$ cat config.mk
export PLATFORM = sky130hd
export DESIGN_NAME = pfx_expander
export DESIGN_NICKNAME = d
export VERILOG_FILES = /design/src/rtl/pfx_pkg.sv /design/src/rtl/pfx_offset_calc.sv /design/src/rtl/pfx_field_extract.sv /design/src/rtl/pfx_out_reg.sv /design/src/rtl/pfx_expander.sv
export SDC_FILE = /design/constraint.sdc
export NUM_CORES = 1
export LEC_CHECK = 0
export BUFFER_PORTS_ARGS = -buffer_cell sky130_fd_sc_hd__buf_4
export CORE_ASPECT_RATIO = 1.75
export CORE_MARGIN = 3
export CORE_UTILIZATION = 45
export CTS_CLUSTER_DIAMETER = 100
export DETAILED_ROUTE_END_ITERATION = 6
export GPL_TIMING_DRIVEN = 0
export PLACE_DENSITY = 0.65
export RECOVER_POWER = 25
export SYNTH_ARGS = -nofsm -noshare
export SYNTH_HDL_FRONTEND = slang
export SYNTH_SLANG_ARGS = --single-unit
$ cat constraint.sdc
create_clock -name clk -period 5.55 [get_ports clk]
set_clock_uncertainty 0.05 [all_clocks]
set_input_delay 0.8325 -clock clk [delete_from_list [all_inputs] [get_ports clk]]
set_output_delay 0.8325 -clock clk [all_outputs]
set_load 0.01 [all_outputs]
$ cat src/rtl/pfx_pkg.sv
package pfx_pkg;
  localparam int NF    = 9;
  localparam int HDR_W = NF;

  // Width of each field, indexed in packing order.
  function automatic int fld_w(input int idx);
    case (idx)
      0: return 8;
      1: return 3;
      2: return 4;
      3: return 4;
      4: return 4;
      5: return 3;
      6: return 3;
      7: return 3;
      8: return 9;
      default: return 0;
    endcase
  endfunction

  // Start bit of a field in the expanded instruction.
  function automatic int full_ofs(input int idx);
    int acc;
    acc = 0;
    for (int j = 0; j < idx; j++) acc += fld_w(j);
    return acc;
  endfunction

  localparam int INSTR_W = full_ofs(NF);
  localparam int PACK_W  = HDR_W + INSTR_W;
  localparam int LEN_W   = $clog2(PACK_W + 1);

  // Packed length for a given presence mask, header included.
  function automatic logic [LEN_W-1:0] packed_len(input logic [NF-1:0] pres);
    int acc;
    acc = HDR_W;
    for (int j = 0; j < NF; j++) if (pres[j]) acc += fld_w(j);
    return LEN_W'(acc);
  endfunction
endpackage

$ cat src/rtl/pfx_offset_calc.sv
module pfx_offset_calc
  import pfx_pkg::*;
(
  input  logic [NF-1:0]            pres,
  output logic [NF-1:0][LEN_W-1:0] fld_pos,
  output logic [LEN_W-1:0]         total_len
);
  logic [LEN_W-1:0] chain [NF+1];

  assign chain[0] = LEN_W'(HDR_W);

  for (genvar i = 0; i < NF; i++) begin : g_step
    localparam int W = fld_w(i);
    assign chain[i+1] = chain[i] + (pres[i] ? LEN_W'(W) : '0);
    assign fld_pos[i] = chain[i];
  end

  assign total_len = chain[NF];
endmodule

$ cat src/rtl/pfx_field_extract.sv
module pfx_field_extract
  import pfx_pkg::*;
#(
  parameter int IDX = 0,
  localparam int W  = fld_w(IDX)
) (
  input  logic [PACK_W-1:0] word,
  input  logic [LEN_W-1:0]  pos,
  input  logic              present,
  output logic [W-1:0]      value
);
  logic [PACK_W-1:0] shifted;

  assign shifted = word >> pos;
  assign value   = present ? W'(shifted) : '0;
endmodule

$ cat src/rtl/pfx_out_reg.sv
module pfx_out_reg
  import pfx_pkg::*;
(
  input  logic               clk,
  input  logic               rst_n,
  input  logic               load,
  input  logic [INSTR_W-1:0] d_instr,
  input  logic [NF-1:0]      d_vld,
  input  logic [LEN_W-1:0]   d_len,
  output logic               q_valid,
  output logic [INSTR_W-1:0] q_instr,
  output logic [NF-1:0]      q_vld,
  output logic [LEN_W-1:0]   q_len
);
  always_ff @(posedge clk) begin
    if (!rst_n) begin
      q_valid <= 1'b0;
      q_instr <= '0;
      q_vld   <= '0;
      q_len   <= '0;
    end else begin
      q_valid <= load;
      if (load) begin
        q_instr <= d_instr;
        q_vld   <= d_vld;
        q_len   <= d_len;
      end
    end
  end

  // Each absent field must leave its slot cleared.
  for (genvar i = 0; i < NF; i++) begin : g_chk
    localparam int W = fld_w(i);
    localparam int O = full_ofs(i);
    assert_absent_zero_R4: assert property (@(posedge clk) disable iff (!rst_n)
      !q_vld[i] |-> q_instr[O +: W] == '0);
  end
endmodule

$ cat src/rtl/pfx_expander.sv
module pfx_expander
  import pfx_pkg::*;
(
  input  logic               clk,
  input  logic               rst_n,
  input  logic               in_valid,
  input  logic [PACK_W-1:0]  in_word,
  output logic               out_valid,
  output logic [INSTR_W-1:0] out_instr,
  output logic [NF-1:0]      out_field_vld,
  output logic [LEN_W-1:0]   out_len
);
  logic [NF-1:0]            hdr_pres;
  logic [NF-1:0][LEN_W-1:0] fld_pos;
  logic [LEN_W-1:0]         comb_len;
  logic [INSTR_W-1:0]       comb_instr;

  assign hdr_pres = in_word[NF-1:0];

  pfx_offset_calc u_ofs (
    .pres      (hdr_pres),
    .fld_pos   (fld_pos),
    .total_len (comb_len)
  );

  for (genvar i = 0; i < NF; i++) begin : g_fld
    localparam int W = fld_w(i);
    localparam int O = full_ofs(i);
    pfx_field_extract #(.IDX(i)) u_ext (
      .word    (in_word),
      .pos     (fld_pos[i]),
      .present (hdr_pres[i]),
      .value   (comb_instr[O +: W])
    );
  end

  pfx_out_reg u_reg (
    .clk     (clk),
    .rst_n   (rst_n),
    .load    (in_valid),
    .d_instr (comb_instr),
    .d_vld   (hdr_pres),
    .d_len   (comb_len),
    .q_valid (out_valid),
    .q_instr (out_instr),
    .q_vld   (out_field_vld),
    .q_len   (out_len)
  );

  // Length from the loop form, set against the adder chain.
  assert_len_matches_flags_R5: assert property (@(posedge clk) disable iff (!rst_n)
    out_valid |-> out_len == packed_len(out_field_vld));

  assert_flags_follow_header_R1: assert property (@(posedge clk) disable iff (!rst_n)
    in_valid |=> out_field_vld == $past(in_word[NF-1:0]));

  assert_valid_latency_R8: assert property (@(posedge clk) disable iff (!rst_n)
    in_valid |=> out_valid);

  assert_idle_hold_R10: assert property (@(posedge clk) disable iff (!rst_n)
    !in_valid |=> !out_valid && $stable(out_instr) && $stable(out_field_vld)
                 && $stable(out_len));

  assert_empty_noop_R6: assert property (@(posedge clk) disable iff (!rst_n)
    (out_valid && out_field_vld == '0) |-> out_instr == '0 && out_len == LEN_W'(HDR_W));

  assert_full_len_R7: assert property (@(posedge clk) disable iff (!rst_n)
    (out_valid && &out_field_vld) |-> out_len == LEN_W'(PACK_W));
endmodule

Word-level counts from Yosys, hierarchy flattened
Cells that the tools add are included.

Latch bits: 0. Memory bits (read-only): 0. Flip-flop bits (word level): 57. Output and inout port bits: 57. Logic and storage cells: 39. Bits in writable memories: 0. Memories kept: 0.

Magnitude comparators: 0. Equal/unequal tests: 0. Div/mod/pow operators: 0. Multiply operators: 0. Bitwise operators: 0. Add/sub/neg operators: 9. Muxes and demuxes: 18. Reductions and logical operators: 0. Shifts and indexed selects: 8.

Operators with widths (number): $shr A50 B6 Y3 (4); $shr A50 B6 Y4 (3); $shr A50 B6 Y9 (1); $add A6 B6 Y6 (8); $mux W3 (7); $mux W4 (5); $mux W9 (1); $mux W2 (4); $mux W8 (1); $add A4 B6 Y6 const A (1).

Logic depth before layout (Yosys ltp)
Depth in word-level cells: 11. Mapped depth: 19. Gate-level depth less buffers: 14.

Cells and area by module
Synthesis repeated with hierarchy kept, for this count alone.

Cells, all modules: 1537. Area total of the unflattened synthesis: 17294.1 um^2.

By module, submodules not included: pfx_field_extract at g_fld[1].u_ext ... (cells each 103, area each 1221.2 um^2, times used 4); pfx_field_extract at g_fld[2].u_ext ... (cells each 118, area each 1517.7 um^2, times used 3); pfx_field_extract at g_fld[8].u_ext (cells each 247, area each 2501.1 um^2, times used 1); pfx_field_extract at g_fld[0].u_ext (cells each 236, area each 2304.7 um^2, times used 1); pfx_out_reg (cells each 183, area each 2184.6 um^2, times used 1); pfx_offset_calc (cells each 105, area each 865.8 um^2, times used 1).

Least setup slack after synthesis
Ideal clock, no wire load.

Path kind: input -> register. From: input port in_word[1]. To: register u_reg.q_instr[33]. Buffers on the path: 5. Data arrival time: 5.185 ns. Stages on the path: 16. Setup time: 0.117 ns. Path slack: 0.198 ns. Data required time: 5.383 ns. Path through: buf_2 > buf_2 > clkbuf_1 > inv_1 > fa_1 > ha_1 > inv_1 > fa_1 > clkbuf_1 > buf_2 > mux2_1 > nor2_1 > nor2_1 > mux4_2 > mux4_2 > a32o_1.

Longest elaborated chain between the ends: 10.

Ends and longest elaborated chain: start, declared (line pfx_expander.sv:7) `input logic [PACK_W-1:0] in_word,`; $mux W2 (line pfx_offset_calc.sv:14) `assign chain[i+1] = chain[i] + (pres[i] ? LEN_W'(W) : '0);`; $add A6 B6 Y6 (7 in a row) (line pfx_offset_calc.sv:14); $shr A50 B6 Y9 (*) (line pfx_field_extract.sv:14) `assign shifted = word >> pos;`; $mux W9 (*) (line pfx_field_extract.sv:15) `assign value = present ? W'(shifted) : '0;`; end signal, assigned (line pfx_out_reg.sv:24) `q_instr <= d_instr;`; end, declared (line pfx_out_reg.sv:11) `output logic [INSTR_W-1:0] q_instr,`.

Mark *: on every way between the ends. The rest lies on a longest branch, timed or not. A chain may end at the register's enable or synchronous reset.

Final worst setup path
From: input port in_word[1]. To: register u_reg.q_instr[24].

Longest elaborated chain between the ends: 7.

Ends and longest elaborated chain (line): $mux W2 (pfx_offset_calc.sv:14); $add A6 B6 Y6 (4 in a row) (pfx_offset_calc.sv:14); $shr A50 B6 Y3 (*) (pfx_field_extract.sv:14); $mux W3 (*) (pfx_field_extract.sv:15).

Marked as above.

==> results.yml <==
job:
  maxCapViolations: 0
setup_path:
  rr_worst_depth: 2
  r2r-end: "u_reg.q_instr[30]$_SDFFE_PN0P_"
  cp_max_fo: 10
  endpoint_kind: "flip-flop"
  cp_slowest_stage_delay_ns: 0.53
  r2r_setup_slack_ns: 4.77
  critPathArrivalTime_ns: 5.55
  crit_chain: "buf_4 > buf_2 > buf_6 > clkbuf_4 > clkinvlp_4 > ha_1 > ha_1 > ha_1 > ha_1 > buf_2 > buf_2 > mux4_2 > mux4_2 > o21ai_0 > a2bb2oi_1 > nor2_1"
  crit_path_start_kind: "input port"
  cp_num_buf_inv: 7
  r2r-start: "u_reg.q_instr[30]$_SDFFE_PN0P_"
  crit_type: "in2reg"
  path_common_cell: "ha_1"
  cp_slowest_cell: "o21ai_0"
  cp_top_family: "buffers and inverters"
  cp.required_ns: 5.70
cts:
  cts_hold_buf: 0
  cts_tree: "done"
  htree_levels: 3
  clk-insertion-delay-late_ns: 0.33
  cts_root_buffer: "clkbuf_16"
  clk_path_buf_depth: 2
  cts-buffers-inserted: 9
  cts_sinks: 57
  clkTransAtPathRegs_ns: 0.05
layout:
  instances_no_fill: 1289
  final_cell_mix: "mux4_2, clkbuf_1, nand2_1, buf_4, mux2i_1"
  design_area_mm2: 0.01046
  nets: 1117
  antenna_cells: 0
  final_common_cell: "mux4_2"
  fill_cells: 1817
  synthToLayoutAreaGrowth_pct: 15.95
  drive_gt1_share_pct: 31.20
  utilization_pct: 53.77
die:
  boundaryPins: 110
  initial_core_util_pct: 46.37
  rows: 67
  coreArea_mm2: 0.01945
  die_y_um: 193.3
  die_x_um: 113.0
  die_area_mm2: 0.02184
sta:
  rsz0062_at_grt: "false"
  slew_headroom_pct: 21.37
  worstMarginPinSlew_ns: 1.171
  whs_ns: 0.4080
  min_period_ns: 5.404
  finalSetupViolations: 0
  post-route-period-util_pct: 97.37
  finalHoldViolCount: 0
  max_freq_mhz: 185.1
  slew_viol_final: 0
grt:
  grt_pass1_vias: 9186
  grt.total_usage_pct: 36.62
  met3_usage_pct: 6.189
  use_met2_pct: 57.45
  antenna_found_initial: 0
  grt-busiest-layer: "met2"
  met1_usage_pct: 41.91
  grt-ovfl-total: 0
  grt_pass1_wl_um: 59340
  grt_start_max_net_pins: 11
power_and_ir_drop:
  p_leak_nw: 3.942
  p_sw_mw: 1.518
  internal-power_mw: 1.882
  power.density_mw_per_mm2: 325.1
  vdd_drop_max_mv: 0.2765
  total_power_mw: 3.400
  switching_share_pct: 44.65
  seqPwrFrac_pct: 14.1
  pwr-share-clk_pct: 16.3
  comb_power_share_pct: 69.6
drt:
  drc: 0
  dr.pass1.iters: 5
  routed_wl_um: 40550
  final_antenna_net_count: 0
  wire_per_inst_um: 31.46
  routed_via_density: 7.321
  drtIter0Drc: 1152
  routed-via-count: 9437
yosys:
  synthCells: 920
  avgSynthCellArea_um2: 9.803
  synth_top_flop_cell: "dfxtp_1"
  yosysWarnings: 0
  synthesis.area_mm2: 0.009019
  synth_fp_nets: 993
  yosysUniqueCellTypes: 67
  synth_edf_count: 0
  yosysSeqAreaShare_pct: 12.65
  ys_seq_elements: 57
  synth_async_sr_flop_share_pct: 0
place:
  gp_congestion: 1.016
  portBuffers: 105
  dpl-instance-area_mm2: 0.01011
  dp.cells: 1266
  dp_hpwl_um: 30260
run_status:
  status: "complete, no violations"
worst_hold_path:
  hp-class: "reg2reg"
  min_delay_path_depth: 2
  holdCritStartpoint: "u_reg.q_instr[32]$_SDFFE_PN0P_"
  holdPathEnd: "u_reg.q_instr[32]$_SDFFE_PN0P_"
## cell families (layout without fill, tap and decap cells)
group / Yosys count / in the layout / share of synthesized area (%)
buffers and inverters: 150 / 278 / 6.631
adders and majority gates: 21 / 21 / 3.135
AOI/OAI and AO/OA: 188 / 188 / 13.47
and+or+nand+nor: 232 / 232 / 11.50
muxes: 250 / 250 / 49.26
xor gates and xnor gates: 22 / 22 / 3.343
DFF: 57 / 57 / 12.65
## synth_stat cells, types with 3 or more instances
cell type / number / share of area [%]
o21ai_0: 27 / 1.5
nand2_1: 88 / 3.7
buf_1: 16 / 0.67
xnor2_2: 3 / 0.54
a2111oi_0: 3 / 0.29
a21o_1: 3 / 0.25
xnor2_1: 10 / 0.97
o221ai_1: 6 / 0.58
clkbuf_1: 87 / 3.6
o31ai_1: 3 / 0.25
xor2_1: 4 / 0.39
a31oi_1: 6 / 0.42
nand4_1: 10 / 0.69
and2_1: 7 / 0.49
ha_1: 17 / 2.4
nand3_1: 24 / 1.3
mux4_2: 153 / 38
a311oi_1: 4 / 0.39
fa_1: 3 / 0.67
nor3_1: 9 / 0.50
o21a_1: 3 / 0.25
mux2i_1: 76 / 8.4
buf_2: 21 / 1.2
and3_1: 5 / 0.35
a211oi_1: 27 / 2.2
a21oi_1: 70 / 3.9
mux2_2: 20 / 2.5
nor2b_1: 17 / 1.2
o2bb2ai_1: 4 / 0.39
a22oi_1: 9 / 0.75
inv_1: 22 / 0.92
nor2_1: 63 / 2.6
dfxtp_1: 57 / 13
o211ai_1: 5 / 0.42
## how the worst max path moves through the flow
stage	startpoint	end	slack (ns)	cells past startpoint
2_1_floorplan	in_word[1]	u_reg.q_instr[33]$_SDFFE_PN0P_	0.20	16
3_3_place_gp	in_word[1]	u_reg.q_instr[38]$_SDFFE_PN0P_	-1.36	18
3_5_place_dp	in_word[1]	u_reg.q_instr[38]$_SDFFE_PN0P_	-1.24	18
4_1_cts	in_word[1]	u_reg.q_instr[26]$_SDFFE_PN0P_	-0.001	17
5_1_grt	in_word[1]	u_reg.q_instr[39]$_SDFFE_PN0P_	0.002	16
6_report	in_word[1]	u_reg.q_instr[24]$_SDFFE_PN0P_	0.15	16
## state kept, by name (all words and copies together), names as in the netlist
| signal | cells |
|---|---|
| u_reg.q_instr | 41 |
| u_reg.q_vld | 9 |
| u_reg.q_len | 6 |
| u_reg.q_valid | 1 |
## power by group through the flow
stage	clock [mW]	combinational, mW	sequential (mW)
6_report	0.554	2.37	0.478
5_1_grt	0.572	2.49	0.483
4_1_cts	0.561	2.28	0.479
3_5_place_dp	0	2.26	0.487
3_3_place_gp	0	2.24	0.486
2_1_floorplan	0	1.60	0.504
## area by class of cell
class / count / area [um^2] / area share, %
repair buffers: 114 / 767.0 / 7.334
well taps: 241 / 301.5 / 2.883
plain buffers: 124 / 520.5 / 4.977
multi-input cells: 713 / 7328 / 70.08
flip-flops and latches: 57 / 1141 / 10.91
clock buffers: 12 / 256.5 / 2.453
clock inverters: 3 / 40.04 / 0.3829
inverters: 25 / 102.6 / 0.9811
## through the flow
step,setup WS (ns),setup TNS (ns)
floorplan,0.1978,0
global placement,-1.361,-19.63
detailed placement,-1.244,-19.07
CTS,-0.001089,-0.001089
global route,0.001546,0
finish,0.1460,0
## metal layers
layer	share of wire, %	wire length (um)	up-vias
met5	0	0	-
met2	46	18480	821
li1	-	-	3829
met4	12	4832	0
met1	32	12900	4522
met3	11	4333	265
## worst register-to-register path, stage by stage (launching register included)
cell and delay (ns):
dfxtp_1 0.33, a22oi_1 0.17, o41ai_1 0.10
## what timing repair did
item / CTS / global route
setup buffers: 3 / 6
gates resized for setup: 14 / 12
setup endpoints to repair: 21 / 18
pin swaps: 0 / 2
Power figures use the tool's default switching activity.
